==> config.mk <==
export PLATFORM = sky130hd
export DESIGN_NAME = i2c_stretch_ctrl
export DESIGN_NICKNAME = d
export VERILOG_FILES = /design/src/rtl/i2c_stretch_pkg.sv /design/src/rtl/i2c_stretch_sync.sv /design/src/rtl/i2c_stretch_trig.sv /design/src/rtl/i2c_stretch_dp.sv /design/src/rtl/i2c_stretch_ctrl.sv
export SDC_FILE = /design/constraint.sdc
export NUM_CORES = 1
export LEC_CHECK = 0
export ABC_AREA = 1
export CORE_AREA = 4 4 41 43
export CTS_CLUSTER_DIAMETER = 150
export CTS_CLUSTER_SIZE = 14
export DETAILED_ROUTE_END_ITERATION = 10
export DIE_AREA = 0 0 45 47
export GPL_ROUTABILITY_DRIVEN = 0
export PLACE_DENSITY = 0.63
export SYNTH_ARGS = -nofsm -noshare
export SYNTH_HDL_FRONTEND = slang
export SYNTH_SLANG_ARGS = --single-unit
export TNS_END_PERCENT = 1
==> constraint.sdc <==
create_clock -name clk -period 0.9 [get_ports clk]
set_input_delay 0.18 -clock clk [delete_from_list [all_inputs] [get_ports clk]]
set_output_delay 0.18 -clock clk [all_outputs]
set_load 0.01 [all_outputs]
==> src/rtl/i2c_stretch_pkg.sv <==
package i2c_stretch_pkg;
  typedef struct packed {
    logic hwClr;
    logic swLoad;
    logic swVal;
    logic uaSet;
    logic uaClr;
    logic stopRel;
  } stretch_strobe_t;
endpackage

==> src/rtl/i2c_stretch_sync.sv <==
module i2c_stretch_sync #(
  parameter int STAGES = 2,
  parameter logic INIT = 1'b1
) (
  input  logic clk,
  input  logic rstN,
  input  logic din,
  output logic dout
);
  logic [STAGES-1:0] chain;

  always_ff @(posedge clk or negedge rstN) begin
    if (!rstN) chain <= {STAGES{INIT}};
    else       chain <= {chain[STAGES-2:0], din};
  end

  assign dout = chain[STAGES-1];
endmodule

==> src/rtl/i2c_stretch_trig.sv <==
module i2c_stretch_trig
  import i2c_stretch_pkg::*;
#(
  parameter int BITS_PER_BYTE = 8,
  localparam int POS_W = $clog2(BITS_PER_BYTE + 1)
) (
  input  logic clk,
  input  logic rstN,
  input  logic sclSync,
  input  logic [POS_W-1:0] bitPos,
  input  logic addrPhase,
  input  logic addrMatch,
  input  logic rwBit,
  input  logic stretchAll,
  input  logic addrHoldEn,
  input  logic dataHoldEn,
  input  logic swRelWr,
  input  logic swRelVal,
  input  logic uaSet,
  input  logic addrRegWr,
  input  logic stopDet,
  output stretch_strobe_t strb
);
  localparam logic [POS_W-1:0] POS_LAST_DATA = POS_W'(BITS_PER_BYTE - 1);
  localparam logic [POS_W-1:0] POS_ACK       = POS_W'(BITS_PER_BYTE);

  logic sclPrev;
  logic fallEv;
  logic atLastData;
  logic atAck;
  logic addrHit;

  always_ff @(posedge clk or negedge rstN) begin
    if (!rstN) sclPrev <= 1'b1;
    else       sclPrev <= sclSync;
  end

  assign fallEv     = sclPrev & ~sclSync;
  assign atLastData = fallEv && (bitPos == POS_LAST_DATA);
  assign atAck      = fallEv && (bitPos == POS_ACK);
  assign addrHit    = addrPhase & addrMatch;

  always_comb begin
    strb = '0;
    strb.hwClr   = (atLastData && addrHit && addrHoldEn)
                 || (atLastData && !addrPhase && dataHoldEn)
                 || (atAck && addrHit && rwBit)
                 || (atAck && stretchAll);
    strb.swLoad  = swRelWr;
    strb.swVal   = swRelVal;
    strb.uaSet   = uaSet;
    strb.uaClr   = addrRegWr;
    strb.stopRel = stopDet;
  end
endmodule

==> src/rtl/i2c_stretch_dp.sv <==
module i2c_stretch_dp
  import i2c_stretch_pkg::*;
(
  input  logic clk,
  input  logic rstN,
  input  logic sclSync,
  input  stretch_strobe_t strb,
  output logic relBit,
  output logic uaFlag,
  output logic pullDown
);
  logic relNext;
  logic uaNext;
  logic pullNext;
  logic holdWant;

  always_comb begin
    if (strb.stopRel)     relNext = 1'b1;
    else if (strb.hwClr)  relNext = 1'b0;
    else if (strb.swLoad) relNext = strb.swVal;
    else                  relNext = relBit;

    if (strb.stopRel || strb.uaClr) uaNext = 1'b0;
    else if (strb.uaSet)            uaNext = 1'b1;
    else                            uaNext = uaFlag;

    holdWant = !relNext || uaNext;

    if (strb.stopRel || !holdWant) pullNext = 1'b0;
    else                           pullNext = pullDown || !sclSync;
  end

  always_ff @(posedge clk or negedge rstN) begin
    if (!rstN) begin
      relBit   <= 1'b1;
      uaFlag   <= 1'b0;
      pullDown <= 1'b0;
    end else begin
      relBit   <= relNext;
      uaFlag   <= uaNext;
      pullDown <= pullNext;
    end
  end
endmodule

==> src/rtl/i2c_stretch_ctrl.sv <==
module i2c_stretch_ctrl
  import i2c_stretch_pkg::*;
#(
  parameter int BITS_PER_BYTE = 8,
  parameter int SYNC_STAGES = 2,
  localparam int POS_W = $clog2(BITS_PER_BYTE + 1)
) (
  input  logic clk,
  input  logic rstN,
  input  logic sclIn,
  input  logic [POS_W-1:0] bitPos,
  input  logic addrPhase,
  input  logic addrMatch,
  input  logic rwBit,
  input  logic stretchAll,
  input  logic addrHoldEn,
  input  logic dataHoldEn,
  input  logic swRelWr,
  input  logic swRelVal,
  input  logic uaSet,
  input  logic addrRegWr,
  input  logic stopDet,
  output logic sclPullDown,
  output logic relBit
);
  logic sclSync;
  logic uaFlag;
  stretch_strobe_t strb;

  i2c_stretch_sync #(.STAGES(SYNC_STAGES), .INIT(1'b1)) u_sync (
    .clk(clk), .rstN(rstN), .din(sclIn), .dout(sclSync)
  );

  i2c_stretch_trig #(.BITS_PER_BYTE(BITS_PER_BYTE)) u_trig (
    .clk(clk), .rstN(rstN), .sclSync(sclSync), .bitPos(bitPos),
    .addrPhase(addrPhase), .addrMatch(addrMatch), .rwBit(rwBit),
    .stretchAll(stretchAll), .addrHoldEn(addrHoldEn), .dataHoldEn(dataHoldEn),
    .swRelWr(swRelWr), .swRelVal(swRelVal), .uaSet(uaSet),
    .addrRegWr(addrRegWr), .stopDet(stopDet), .strb(strb)
  );

  i2c_stretch_dp u_dp (
    .clk(clk), .rstN(rstN), .sclSync(sclSync), .strb(strb),
    .relBit(relBit), .uaFlag(uaFlag), .pullDown(sclPullDown)
  );
endmodule

==> impl_metrics.tcl <==
set metrics [dict create \
    cp_max_fo 2 \
    fin_crit_sh_pct 117.6 \
    hold_viol 0 \
    crit_chain "inv_2 -> nand2_2 -> nor2_1 -> nand3_1 -> nand3_2 -> nand2_2 -> a21oi_2" \
    pin_count 20 \
    vias 297 \
    timing.setup.tns_ns -0.4070 \
    slowest_delay_ns 0.53 \
    finClkSkew_ns 0.006164 \
    wl_per_cell_um 8.526 \
    path_clk_slew_ns 0.05 \
    antenna_cells 0 \
    grt_setup_unrepaired "true" \
    ys_types 11 \
    hold_class "input pin to asynchronous set/reset pin" \
    max_freq_mhz 944.8 \
    dieArea_um2 2115 \
    grt_overflow 0 \
    area_growth_pct 79.76 \
    grt_start_max_net_pins 7 \
    drv_slew 0 \
    dr.pass1.iters 2 \
    die_width_um 45 \
    avgSynthCellArea_um2 8.353 \
    maxCapViolCount 0 \
    core_um2 1301 \
    start_util_pct 23.75 \
    clk_latency_ns 0.24 \
    worst_slew_pin_slew_ns 0.2601 \
    violations "setup timing" \
    grt.total_usage_pct 6.932 \
    drt-total-wl_um 648 \
    cts_buffers 3 \
    ys_seq_elements 6 \
    num-nets-final 80 \
    grt_pass1_wl_um 1028 \
    cts_num_sinks 6 \
    cts_setup_buffers 0 \
    yosys_warnings 0 \
    drive_gt1_share_pct 29.51 \
    dp_slack_ns -0.3604 \
    syn_area_um2 309.0 \
    cts-hold-fix-buffers 0 \
    drc 0 \
    critical_path_class "register to register" \
    p_leak_uw 0.0002652 \
    hpwl_um 580.3 \
    slowest_stage "dfstp_2" \
    first_global_vias 288 \
    cp-end-kind "register" \
    synth_nets 55 \
    drtAntennaViolNets 0 \
    pwr_density_cell_nw_per_um2 1293 \
    crit_arrival_ns 1.19 \
    vias_per_cell 3.908 \
    clock_path_buffers 2 \
    drtIter0Drc 2 \
    syn_inst 37 \
    grt_antenna_before_repair 0 \
    seq_area_frac_synth_pct 50.20 \
    rows 13 \
    setup_slack_ns -0.1585 \
    final-setup-viol-count 4 \
    htree_levels 1 \
    clockRootBuffer "clkbuf_4" \
    critPathRequiredTime_ns 1.03 \
    slew_headroom_pct 82.60 \
    period_minus_slack_ns 1.058 \
    max-vdd-ir-drop_uv 538.4 \
    startpoint_type "register" \
    port_buffers 19 \
    fp.dieH_um 47 \
    status "complete, but fails checks" \
    cts_tree "yes" \
    cpMostUsedCell "nand2_2" \
]
==> cells by family after synthesis <==
| group | after synthesis | synth area share [%] |
|---|---|---|
| and+or+nand+nor | 20 | 30.77 |
| buffers and inverters | 9 | 10.93 |
| DFF | 6 | 50.20 |
| AOI/OAI and AO/OA | 2 | 8.099 |
==> synth_stat cells <==
library cell / count / area share [%]
o21ai_4: 1 / 5.3
nand3_1: 4 / 6.5
inv_1: 9 / 11
nand2_1: 8 / 9.7
nand2_2: 1 / 2.0
a21oi_2: 1 / 2.8
dfstp_2: 4 / 34
nor3_2: 1 / 3.2
nor2_1: 5 / 6.1
dfrtp_1: 2 / 16
nand3_2: 1 / 3.2
==> cells in the final DEF (no fill, tap or decap), drive strengths merged <==
cell and instances:
nor2 5, a21oi 1, dfrtp 2, o21ai 1, clkdlybuf4s50 17, nand3 5
dfstp 4, buf 3, clkbuf 4, inv 9, nor3 1, nand2 9
==> layout make-up <==
type	instances	area, um^2
clock buffers	4	26.28
fillers	157	745.7
inverters	9	33.78
multi-input cells	22	127.6
flip-flops and latches	6	155.1
well taps	15	18.77
repair buffers	20	193.9
==> worst max-delay path, delay by kind of cell, from the launching register on <==
kind,cells,cell delay (ns)
buffers and inverters,1,0.04
AOI/OAI and AO/OA,1,0.05
DFF,1,0.53
and+or+nand+nor,5,0.34
==> worst paths after layout <==
path	from	end	slack, ns	depth (start not counted)
setup reg to reg	u_sync.chain[1]	u_dp.pullDown	-0.16	7
min in group clk	sclIn	u_sync.chain[0]	0.35	1
hold / removal	rstN	u_dp.pullDown	0.17	1
setup / recovery	u_sync.chain[1]	u_dp.pullDown	-0.16	7
max in group asynchronous	rstN	u_sync.chain[1]	0.46	1
hold reg to reg	u_sync.chain[0]	u_sync.chain[1]	0.35	0
==> stage by stage <==
step                      total power, uW  utilization [%]  cell area (um^2)  hold WS (ns)  cells
final                               718.4            42.69             555.5        0.1718     76
after global routing                766.6            42.69             555.5        0.1783     76
after CTS                           739.3            42.31             550.5        0.1730     76
after detailed placement            461.8            40.38             525.5        0.3495     72
after global placement              459.2            40.38             525.5        0.3463     72
after floorplan                     352.7                -             309.0       -0.1156     37
==> power breakdown <==
| group | total, uW | internal (uW) | switching [uW] |
|---|---|---|---|
| Combinational | 154 | 98.2 | 55.8 |
| Clock | 262 | 168 | 94.4 |
| Sequential | 302 | 294 | 7.86 |
| Total | 718 | 560 | 158 |
==> timing repair <==
action,in CTS,in global routing
hold endpoints to repair,0,0
pin swaps,3,1
setup endpoints to repair,4,4
gates resized for setup,11,1
==> registers in the layout, summed over array words and instances (netlist names) <==
| name | flops |
|---|---|
| u_trig.sclPrev | 1 |
| u_dp.uaFlag | 1 |
| u_dp.pullDown | 1 |
| u_dp.relBit | 1 |
| u_sync.chain | 2 |
==> metal layers <==
layer / track usage, % / share of wire, % / routed length (um)
met5: 0 / 0 / 0
met4: 5.263 / 0 / 0
met3: 2.682 / 13 / 85
met2: 11.30 / 50 / 322
met1: 7.226 / 37 / 240
(Power assumes the default switching activity.)
